File: src/rtl/slow_timer_pkg.sv
package slow_timer_pkg;
  localparam int NFLAG = 4;
  localparam int FL_PIT = 0;
  localparam int FL_WDG = 1;
  localparam int FL_INC = 2;
  localparam int FL_ALM = 3;

  localparam logic [4:0] OFS_PERIOD = 5'h00;
  localparam logic [4:0] OFS_PRESC  = 5'h04;
  localparam logic [4:0] OFS_STATUS = 5'h08;
  localparam logic [4:0] OFS_IEN    = 5'h0C;
  localparam logic [4:0] OFS_IDIS   = 5'h10;
  localparam logic [4:0] OFS_MASK   = 5'h14;
  localparam logic [4:0] OFS_ALARM  = 5'h18;
  localparam logic [4:0] OFS_COUNT  = 5'h1C;

  typedef logic [NFLAG-1:0] flags_t;
endpackage

File: src/rtl/st_reload_div.sv
module st_reload_div #(
  parameter int W       = 16,
  parameter int RST_VAL = 0
) (
  input  logic         clk,
  input  logic         rst_n,
  input  logic         tick_i,
  input  logic         load_i,
  input  logic [W-1:0] reload_i,
  output logic         fire_o
);
  localparam logic [W-1:0] ONE = W'(1);
  logic [W-1:0] cnt_q, cnt_d;

  always_comb begin
    cnt_d  = cnt_q;
    fire_o = 1'b0;
    if (load_i) begin
      cnt_d = reload_i;
    end else if (tick_i) begin
      if (cnt_q == ONE) begin
        fire_o = 1'b1;
        cnt_d  = reload_i;
      end else begin
        cnt_d = cnt_q - ONE;
      end
    end
  end

  always_ff @(posedge clk or negedge rst_n) begin
    if (!rst_n) cnt_q <= W'(RST_VAL);
    else if (load_i || tick_i) cnt_q <= cnt_d;
  end
endmodule

File: src/rtl/st_rtc.sv
module st_rtc #(
  parameter int CNT_W = 20
) (
  input  logic             clk,
  input  logic             rst_n,
  input  logic             inc_i,
  input  logic             clear_i,
  input  logic             alarm_wr_i,
  input  logic [CNT_W-1:0] alarm_wdata_i,
  output logic [CNT_W-1:0] cnt_o,
  output logic [CNT_W-1:0] alarm_o,
  output logic             hit_o
);
  logic [CNT_W-1:0] cnt_q, cnt_d, cnt_inc;
  logic [CNT_W-1:0] alarm_q;

  assign cnt_inc = cnt_q + CNT_W'(1);

  always_comb begin
    cnt_d = cnt_q;
    hit_o = 1'b0;
    if (clear_i) begin
      cnt_d = '0;
    end else if (inc_i) begin
      cnt_d = cnt_inc;
      hit_o = (cnt_inc == alarm_q);
    end
  end

  always_ff @(posedge clk or negedge rst_n) begin
    if (!rst_n) cnt_q <= '0;
    else if (clear_i || inc_i) cnt_q <= cnt_d;
  end

  always_ff @(posedge clk or negedge rst_n) begin
    if (!rst_n) alarm_q <= '1;
    else if (alarm_wr_i) alarm_q <= alarm_wdata_i;
  end

  assign cnt_o   = cnt_q;
  assign alarm_o = alarm_q;
endmodule

File: src/rtl/st_snap.sv
module st_snap #(
  parameter int W = 20
) (
  input  logic         clk,
  input  logic         rst_n,
  input  logic [W-1:0] d_i,
  output logic [W-1:0] q_o
);
  logic [W-1:0] s1_q, s2_q, q_q, q_d;
  logic         agree;

  assign agree = (s1_q == s2_q);

  always_comb begin
    q_d = q_q;
    if (agree) q_d = s2_q;
  end

  always_ff @(posedge clk or negedge rst_n) begin
    if (!rst_n) begin
      s1_q <= '0;
      s2_q <= '0;
      q_q  <= '0;
    end else begin
      s1_q <= d_i;
      s2_q <= s1_q;
      q_q  <= q_d;
    end
  end

  assign q_o = q_q;
endmodule

File: src/rtl/slow_timer.sv
module slow_timer
  import slow_timer_pkg::*;
#(
  parameter int CNT_W   = 20,
  parameter int PRE_W   = 16,
  parameter int PIT_W   = 16,
  parameter int PRE_RST = 32768,
  parameter int DATA_W  = 32
) (
  input  logic              clk,
  input  logic              rst_n,
  input  logic              slow_tick_i,
  input  logic              wdog_ovf_i,
  input  logic              bus_en,
  input  logic              bus_we,
  input  logic [4:0]        bus_addr,
  input  logic [DATA_W-1:0] bus_wdata,
  output logic [DATA_W-1:0] bus_rdata,
  output logic              irq_o
);
  // reset: asserted asynchronously, released on the clock
  logic [1:0] rsync_q;
  logic       rst_int;
  always_ff @(posedge clk or negedge rst_n) begin
    if (!rst_n) rsync_q <= 2'b00;
    else        rsync_q <= {rsync_q[0], 1'b1};
  end
  assign rst_int = rsync_q[1];

  logic wr, rd;
  assign wr = bus_en && bus_we;
  assign rd = bus_en && !bus_we;

  logic wr_period, wr_presc, wr_ien, wr_idis, wr_alarm, rd_status;
  assign wr_period = wr && (bus_addr == OFS_PERIOD);
  assign wr_presc  = wr && (bus_addr == OFS_PRESC);
  assign wr_ien    = wr && (bus_addr == OFS_IEN);
  assign wr_idis   = wr && (bus_addr == OFS_IDIS);
  assign wr_alarm  = wr && (bus_addr == OFS_ALARM);
  assign rd_status = rd && (bus_addr == OFS_STATUS);

  logic unused_wdata;
  assign unused_wdata = ^bus_wdata;

  // programmed values
  logic [PIT_W-1:0] period_q, period_d;
  logic [PRE_W-1:0] presc_q, presc_d;
  always_comb begin
    period_d = period_q;
    presc_d  = presc_q;
    if (wr_period) period_d = bus_wdata[PIT_W-1:0];
    if (wr_presc)  presc_d  = bus_wdata[PRE_W-1:0];
  end
  always_ff @(posedge clk or negedge rst_int) begin
    if (!rst_int) begin
      period_q <= '0;
      presc_q  <= PRE_W'(PRE_RST);
    end else begin
      if (wr_period) period_q <= period_d;
      if (wr_presc)  presc_q  <= presc_d;
    end
  end

  // prescaler and periodic interval timer share one reload divider design
  logic inc_pulse, pit_pulse;
  st_reload_div #(.W(PRE_W), .RST_VAL(PRE_RST)) u_prediv (
    .clk(clk), .rst_n(rst_int), .tick_i(slow_tick_i),
    .load_i(wr_presc), .reload_i(presc_d), .fire_o(inc_pulse));

  st_reload_div #(.W(PIT_W), .RST_VAL(0)) u_pit (
    .clk(clk), .rst_n(rst_int), .tick_i(slow_tick_i),
    .load_i(wr_period), .reload_i(period_d), .fire_o(pit_pulse));

  logic [CNT_W-1:0] rtc_cnt, rtc_alarm, rtc_snap;
  logic             alarm_hit;
  st_rtc #(.CNT_W(CNT_W)) u_rtc (
    .clk(clk), .rst_n(rst_int), .inc_i(inc_pulse), .clear_i(wr_presc),
    .alarm_wr_i(wr_alarm), .alarm_wdata_i(bus_wdata[CNT_W-1:0]),
    .cnt_o(rtc_cnt), .alarm_o(rtc_alarm), .hit_o(alarm_hit));

  st_snap #(.W(CNT_W)) u_snap (
    .clk(clk), .rst_n(rst_int), .d_i(rtc_cnt), .q_o(rtc_snap));

  // status flags and interrupt mask
  flags_t set_vec, flags_q, flags_d, mask_q, mask_d;
  always_comb begin
    set_vec         = '0;
    set_vec[FL_PIT] = pit_pulse;
    set_vec[FL_WDG] = wdog_ovf_i;
    set_vec[FL_INC] = inc_pulse;
    set_vec[FL_ALM] = alarm_hit;
    flags_d = (rd_status ? '0 : flags_q) | set_vec;
    mask_d  = mask_q;
    if (wr_ien)  mask_d = mask_d | bus_wdata[NFLAG-1:0];
    if (wr_idis) mask_d = mask_d & ~bus_wdata[NFLAG-1:0];
  end
  always_ff @(posedge clk or negedge rst_int) begin
    if (!rst_int) begin
      flags_q <= '0;
      mask_q  <= '0;
    end else begin
      flags_q <= flags_d;
      if (wr_ien || wr_idis) mask_q <= mask_d;
    end
  end

  assign irq_o = |(flags_q & mask_q);

  // registered read path
  logic [DATA_W-1:0] rdata_q, rdata_d;
  always_comb begin
    rdata_d = '0;
    unique case (bus_addr)
      OFS_PERIOD: rdata_d = DATA_W'(period_q);
      OFS_PRESC:  rdata_d = DATA_W'(presc_q);
      OFS_STATUS: rdata_d = DATA_W'(flags_q);
      OFS_MASK:   rdata_d = DATA_W'(mask_q);
      OFS_ALARM:  rdata_d = DATA_W'(rtc_alarm);
      OFS_COUNT:  rdata_d = DATA_W'(rtc_snap);
      default:    rdata_d = '0;
    endcase
  end
  always_ff @(posedge clk or negedge rst_int) begin
    if (!rst_int)  rdata_q <= '0;
    else if (rd)   rdata_q <= rdata_d;
  end
  assign bus_rdata = rdata_q;
endmodule

File: config.mk
export PLATFORM = sky130hd
export DESIGN_NAME = slow_timer
export DESIGN_NICKNAME = d
export VERILOG_FILES = /design/src/rtl/slow_timer_pkg.sv /design/src/rtl/st_reload_div.sv /design/src/rtl/st_rtc.sv /design/src/rtl/st_snap.sv /design/src/rtl/slow_timer.sv
export SDC_FILE = /design/constraint.sdc
export NUM_CORES = 1
export LEC_CHECK = 0
export ABC_CLOCK_PERIOD_IN_PS = 8250
export CORE_MARGIN = 4
export CORE_UTILIZATION = 30
export CTS_BUF_LIST = sky130_fd_sc_hd__clkbuf_16
export DETAILED_ROUTE_END_ITERATION = 6
export GPL_ROUTABILITY_DRIVEN = 1
export PLACE_DENSITY = 0.46
export SLEW_MARGIN = 20
export SYNTH_ARGS = -nofsm -noshare
export SYNTH_HDL_FRONTEND = slang
export SYNTH_SLANG_ARGS = --single-unit
File: constraint.sdc
create_clock -name clk -period 8.25 [get_ports clk]
set_input_delay 2.0625 -clock clk [delete_from_list [all_inputs] [get_ports clk]]
set_output_delay 2.0625 -clock clk [all_outputs]
set_load 0.01 [all_outputs]
# == Yosys cells after proc, flatten, opt, wreduce, memory -nomap -nowiden ==
# Cells that the tools add are included.
# word_totals
regBits,206
in_bits,43
out_inout_bits,33
word_cells,75
# op_classes
n_addsub,3
n_eq_ne,11
muxes,22
bitwise_logic,5
reduce_logical,21
# ops
operator,count
16-bit two-way mux,8
20-bit case mux with 6 select lines,1
20-bit equality test,2
20-bit two-way mux,2
16-bit by 1-bit equality test with 1-bit output (second input constant),2
16-bit by 1-bit subtractor with 16-bit output (second input constant),2
20-bit by 1-bit adder with 20-bit output (second input constant),1
5-bit equality test (second input constant),4
4-bit two-way mux,3
5-bit by 4-bit equality test with 1-bit output (second input constant),2
4-bit bitwise AND,2
1-bit logical AND,8
1-bit two-way mux,8
4-bit bitwise OR,2
2-bit AND reduction,3
2-bit nonzero test,3
5-bit by 3-bit equality test with 1-bit output (second input constant),1
5-bit logical NOT,1
1-bit logical OR,4
4-bit NOT,1
4-bit OR reduction,1
1-bit logical NOT,1

# == Longest topological paths before layout ==
# Gate-level depths: netlist of run 1.
# depth
depth_word,7
ltp_mapped,10

# == By module ==
# From an unflattened synthesis of run 1, not the netlist that was laid out.
# unflattened
hier_cells,896
area_unflattened_um2,10226.1
# modules_own_cells
mod,n_inst,cells_per_inst,area_per_inst_um2,seq_area_each_um2
slow_timer,1,288,3493.4,1552.7
st_rtc,1,245,2451.1,1026.0
st_snap,1,109,2063.2,1501.4
st_reload_div (u_prediv),1,127,1109.8,401.6
st_reload_div (u_pit),1,127,1108.6,400.4

# == Worst setup path after synthesis of run 1 ==
# Ideal clock, no wire load.
# synth_path
path_type,input-to-reg
from,input port bus_addr[4]
to,register u_prediv.cnt_q[10]
setup_ps,126
t_arrival_ps,3937
t_required_ps,8124
slack_ps,4188
stages,7
n_path_buf,1
cell_sequence,buf_2 or4_4 nor3_4 mux2_2 mux2_1 a221oi_1 nor2_1
# synth_between
elab_chain_cells,6
elab_cells_between_ends,9
# synth_lines
element,line_no,text
start: declaration,slow_timer.sv:16,"input logic [4:0] bus_addr,"
5-bit by 3-bit equality test with 1-bit output (*),slow_timer.sv:36,assign wr_presc = wr && (bus_addr == OFS_PRESC);
1-bit logical AND (*),slow_timer.sv:36,
16-bit two-way mux,slow_timer.sv:52,if (wr_presc) presc_d = bus_wdata[PRE_W-1:0];
16-bit two-way mux,st_reload_div.sv:21,if (cnt_q == ONE) begin
16-bit two-way mux,st_reload_div.sv:20,end else if (tick_i) begin
16-bit two-way mux,st_reload_div.sv:18,if (load_i) begin
end signal: assignment,st_reload_div.sv:31,if (!rst_n) cnt_q <= W'(RST_VAL);
end signal: assignment,st_reload_div.sv:32,else if (load_i || tick_i) cnt_q <= cnt_d;
end: declaration,st_reload_div.sv:13,"logic [W-1:0] cnt_q, cnt_d;"
# Mark *: on every way between the ends. The rest lies on a longest branch, timed or not. The select of a mux whose other input is x is not followed.
# A chain may end at the register's enable or synchronous reset.

# == Worst setup path in the final report of run 1 ==
# Ends and elaborated chain as after synthesis.

==> flow_summary.json, run 1 <==
{
  "worstSetupEndpointType": "flip-flop",
  "clkSlewWorstSetupHoldPaths_ps": 70,
  "r2r-end": "u_rtc.cnt_o[12]",
  "worst_pin_slew_ps": 1090,
  "io_pins": 76,
  "rows": 65,
  "multi_input_area_sq_um": 4450,
  "cts_inserted_buffers": 17,
  "synth_top_family_by_area": "simple AND/OR/NAND/NOR gates",
  "power.total_mw": 2.53,
  "cp_data_arrival_time_ps": 5370,
  "vdd_ir_drop_max_mv": 0.157,
  "ant_nets": 0,
  "yosys.area_share.simple_pct": 16.3,
  "fin_tns_setup_ps": 0,
  "wirelength_mm": 28.2,
  "layout_min_cycle_time_ps": 5060,
  "grt_usage_pct": 15.9,
  "layout.nets": 1018,
  "startpoint_type": "primary input",
  "grt-ovfl-total": 0,
  "hold_class": "flip-flop to flip-flop",
  "postSynthCellCount": 943,
  "critPathRequiredTime_ps": 8570,
  "cts.hold.buffers_added": 0,
  "ff2ff_setup_slack_ps": 5230,
  "startpoint": "bus_addr[4]",
  "cts_resized": 0,
  "gp_congestion": 0.818,
  "min_path_cells": 0,
  "fin_crit_sh_pct": 61.3,
  "drt_iter0_drc": 455,
  "crit_fanout": 58,
  "maxCapViolCount": 0,
  "synth_adder_area_share_pct": 0.643,
  "grt_pass1_vias": 6924,
  "slew_headroom_pct": 26.5,
  "synth_area_leaders": "dfrtp_1 (44%), dfstp_2 (5.9%), mux2_2 (5.6%)",
  "maxSlewViolCount": 0,
  "yosysMostFrequentCell": "dfrtp_1",
  "die_h_um": 188,
  "power-per-cell-area_nw_per_um2": 227,
  "final-hold-violation-count": 0,
  "yosys-top-cells-count": "dfrtp_1 (172), nand2_1 (115), nor2_1 (54)",
  "rsz0062_at_grt": "false",
  "dr.pass1.iters": 5,
  "synth-main-ff-cell": "dfrtp_1",
  "setup_violations": 0,
  "die-area_sq_um": 35400,
  "max_freq_mhz": 198,
  "synthArstFlopShare_pct": 100,
  "ctsLongestPathBuffers": 2,
  "power_leakage_nw": 4.82,
  "drc": 0,
  "hold_end": "rsync_q[1]",
  "yosysTopAreaCell": "dfrtp_1",
  "r2r-start": "u_prediv.cnt_q[4]",
  "cts_sinks": 194,
  "dr_total_vias": 7271,
  "synth_mux_area_share_pct": 7.77,
  "setup_ws_ps": 3190,
  "drive_gt1_share_pct": 13.9,
  "reg2regPathDepth": 6,
  "fillers": 3195,
  "avgSynthCellArea_sq_um": 10.3,
  "ys_ff_latch": 194,
  "port_buffers": 51,
  "hold_start": "rsync_q[0]",
  "ys_seq_area_share_pct": 50.2,
  "initial_core_util_pct": 30.6,
  "cts_setup_buffers": 0,
  "antenna_found_initial": 0,
  "synth_area_sq_um": 9730,
  "ys_types": 78,
  "root_buffer": "clkbuf_16",
  "yosysTopAreaCellShare_pct": 44.2,
  "synth_xor_area_share_pct": 5.40,
  "cts_htree_levels": 4,
  "die_w_um": 188,
  "synth_compound_area_share_pct": 14.9,
  "avgViaCountPerCell": 5.13,
  "hpwlAfterDp_mm": 20.2,
  "final_util_pct": 35.1,
  "synth_edf_count": 0,
  "core_area_sq_um": 31800,
  "grt_max_degree": 69,
  "insertion_delay_ps": 440,
  "diodes": 0,
  "skew_ps": 14.7,
  "routedWlPerCell_um": 19.9,
  "final-seq-area_sq_um": 4890,
  "criticalPathCategory": "primary input to flip-flop",
  "yosysWarnings": 0,
  "outcome": "finished, final reports clean",
  "grt_pass1_wl_mm": 43.3,
  "area_growth_pct": 14.6,
  "cts_tree": "yes",
  "dp_slack_ps": 2750
}
cells in the final DEF (no fill, tap or decap), drive strengths merged, types with 18 or more instances in the layout:
| master | n |
|---|---|
| nand2 | 116 |
| a21oi | 38 |
| o21ai | 66 |
| dfstp | 22 |
| inv | 26 |
| a221oi | 19 |
| nor2 | 54 |
| xor2 | 27 |
| clkdlybuf4s50 | 51 |
| dfrtp | 172 |
| nand3 | 26 |
| mux2 | 52 |
| xnor2 | 33 |
| nand4 | 18 |
| nor3 | 25 |
how the worst max path moves through the flow:
stage | depth (start not counted) | endpoint | slack (ps)
floorplan | 0 | async pin | 2480
global placement | 8 | u_prediv.cnt_q[10] | 2760
detailed placement | 6 | u_prediv.cnt_q[1] | 2750
CTS | 6 | u_prediv.cnt_q[7] | 3210
global route | 6 | u_prediv.cnt_q[1] | 2940
finish | 8 | u_prediv.cnt_q[10] | 3190
routing by layer:
| layer | global-route usage (%) | wire, um | up-vias |
|---|---|---|---|
| met5 | 0 | 0 | - |
| met3 | 2.62 | 1340 | 18 |
| met1 | 24.9 | 14300 | 3607 |
| met2 | 22.8 | 12200 | 192 |
| li1 | - | - | 3454 |
| met4 | 3.61 | 278 | 0 |
stage by stage:
stage	instances	hold WS (ps)	area, sq um
after global routing	1418	372	11200
after floorplan	954	331	9770
final	1418	354	11200
after CTS	1418	356	11200
after detailed placement	1386	339	10600
after global placement	1385	335	10500
cell type report:
class	instances	share of cell area, %
Clock inverter	15	1.58
Inverter	21	0.707
Clock buffer	17	3.81
Tap cell	435	4.88
Multi-Input combinational cell	674	39.9
Sequential cell	194	43.8
Timing Repair Buffer	62	5.32
state kept, by name, indices dropped and copies added, names as in the netlist, named ones only:
register        cells
u_prediv.cnt_q     16
rsync_q             2
bus_rdata          20
u_rtc.cnt_o        20
presc_q            16
u_rtc.alarm_o      20
flags_q             4
u_snap.s2_q        20
u_pit.cnt_q        16
period_q           16
u_snap.q_o         20
u_snap.s1_q        20
where the power goes:
part / switching, mW / internal, mW
Sequential: 0.166 / 1.08
Combinational: 0.227 / 0.195
Clock: 0.405 / 0.457
Total: 0.798 / 1.73
cell families (layout without fill, tap and decap cells):
family / Yosys count / in the layout
buffers and inverters: 86 / 115
other: 2 / 13
adder cells (fa/ha/maj): 5 / 5
XOR/XNOR: 60 / 60
multiplexers: 69 / 69
AND/OR/NAND/NOR: 308 / 308
flip-flops: 194 / 194
AO/OA/AOI/OAI: 219 / 219
critical path, stage by stage:
cell	delay (ps)
clkdlybuf4s50_1	740
or4_4	730
nor3_4	120
buf_4	570
mux2_2	430
mux2_1	290
a221oi_1	300
nor2_1	70
Power figures use the tool's default switching activity.
==> inputs of run 2 (changes only) <==
ABC_CLOCK_PERIOD_IN_PS = 4300   (was 8250)
PLACE_DENSITY = 0.47   (was 0.46)
clock period = 4.3 ns   (was 8.25 ns; I/O delays follow)
==> run 2 against run 1 <==
Against the previous run:
- wire length is 0.27% higher
- cell count is 0.99% higher
- flip-flop and latch count stayed put
- non-clock buffer count is 14 higher
- worst setup slack worse by 2200 ps
==> flow_summary.json, run 2 (synthesized netlist as in run 1, its figures left out) <==
{
  "grt_pass1_vias": 7219,
  "insertion_delay_ps": 440,
  "critPathRequiredTime_ps": 4620,
  "rsz0062_at_grt": "false",
  "diodes": 0,
  "drt_iter0_drc": 636,
  "r2r-start": "u_prediv.cnt_q[4]",
  "die-area_sq_um": 35400,
  "drc": 0,
  "antenna_found_initial": 0,
  "layout_min_cycle_time_ps": 3260,
  "root_buffer": "clkbuf_16",
  "cts.hold.buffers_added": 0,
  "area_growth_pct": 16.3,
  "ctsLongestPathBuffers": 2,
  "port_buffers": 51,
  "final_common_cell": "dfrtp_1",
  "startpoint": "bus_addr[0]",
  "vdd_ir_drop_max_mv": 0.263,
  "power-per-cell-area_nw_per_um2": 431,
  "crit_fanout": 6,
  "maxSlewViolCount": 0,
  "cp_data_arrival_time_ps": 3570,
  "power.total_mw": 4.88,
  "slew_headroom_pct": 37.8,
  "cts_setup_buffers": 0,
  "hold_ws_ps": 215,
  "r2r-end": "u_rtc.cnt_o[6]",
  "avgViaCountPerCell": 5.15,
  "final_cell_mix": "dfrtp_1 (171), nand2_1 (115), nor2_1 (54)",
  "core_area_sq_um": 31800,
  "grt_max_degree": 78,
  "final-hold-violation-count": 0,
  "worst_pin_slew_ps": 925,
  "grt_pass1_wl_mm": 44.6,
  "cts_sinks": 194,
  "place_inst": 1399,
  "fin_crit_sh_pct": 75.8,
  "cp_slowest_cell": "or4_4",
  "fin_tns_setup_ps": 0,
  "slowest_delay_ps": 590,
  "cts_inserted_buffers": 17,
  "outcome": "finished, final reports clean",
  "reg2regPathDepth": 6,
  "ant_nets": 0,
  "die_w_um": 188,
  "cts_htree_levels": 4,
  "cts_resized": 0,
  "skew_ps": 16.9,
  "fillers": 3176,
  "clkSlewWorstSetupHoldPaths_ps": 80,
  "worstSetupEndpointType": "flip-flop",
  "setup_violations": 0,
  "fin_cells": 1432,
  "grt_usage_pct": 16.1,
  "rows": 65,
  "postPlaceCellArea_sq_um": 10700,
  "drive_gt1_share_pct": 15.0,
  "maxCapViolCount": 0,
  "grt-ovfl-total": 0,
  "criticalPathCategory": "primary input to flip-flop",
  "final-seq-area_sq_um": 4890,
  "startpoint_type": "primary input",
  "dr_total_vias": 7370,
  "dr.pass1.iters": 5,
  "layout.nets": 1032,
  "initial_core_util_pct": 30.6,
  "multi_input_area_sq_um": 4450,
  "ff2ff_setup_slack_ps": 1420,
  "io_pins": 76,
  "hold_class": "flip-flop to async pin",
  "power_leakage_nw": 4.92,
  "max_freq_mhz": 307,
  "hpwlAfterDp_mm": 20.7,
  "die_h_um": 188,
  "stdcell_area_sq_um": 11300,
  "routedWlPerCell_um": 19.7,
  "cts_tree": "yes",
  "wirelength_mm": 28.3,
  "gp_congestion": 0.825,
  "path_cells": "clkdlybuf4s50_1 -> or4_4 -> nor3_4 -> mux2_2 -> mux2_1 -> a221oi_1 -> nor2_1"
}
-- run 2: cell types whose count changed in the layout (fill, tap and decap cells not counted), sizes merged --
cell      before  now
buf           11   25
clkinvlp       4    0
inv           26   30
-- run 2: worst max path at each step --
| stage | end | cells after the start |
|---|---|---|
| after global routing | u_prediv.cnt_q[5] | 8 |
| after CTS | u_prediv.cnt_q[10] | 7 |
| final | u_prediv.cnt_q[10] | 7 |
| after floorplan | async pin | 0 |
| after detailed placement | u_prediv.cnt_q[10] | 7 |
| after global placement | u_prediv.cnt_q[10] | 7 |
-- run 2: power by group --
part | internal (mW) | total, mW | switching, mW
sequential | 2.07 | 2.38 | 0.314
combinational | 0.382 | 0.828 | 0.446
clock | 0.890 | 1.68 | 0.785
total | 3.34 | 4.88 | 1.54
-- run 2: through the flow --
step / setup WS (ps) / utilization [%]
3_3_place_gp: 635 / 33.5
2_1_floorplan: 1120 / -
5_1_grt: 949 / 35.6
6_report: 1040 / 35.6
4_1_cts: 1090 / 35.5
3_5_place_dp: 632 / 33.6
-- run 2: area by class of cell --
type	instances	share of cell area [%]
multi-input combinational	674	39.3
tap	435	4.81
inverter	21	0.697
clock buffer	17	3.76
timing repair buffer	76	6.57
clock inverter	15	1.67
sequential	194	43.2
-- run 2: routing by layer --
layer	GRT usage, %	vias to the layer above	wire length (um)
li1	-	3488	-
met1	24.4	3671	14300
met2	23.6	193	12300
met3	2.77	18	1120
met4	4.46	0	512
met5	0	-	0
-- run 2: worst max-delay path: cells and delay by family --
family	cells	cell delay, ps
AO/OA/AOI/OAI	1	300
multiplexers	2	730
AND/OR/NAND/NOR	3	950
buffers and inverters	1	520
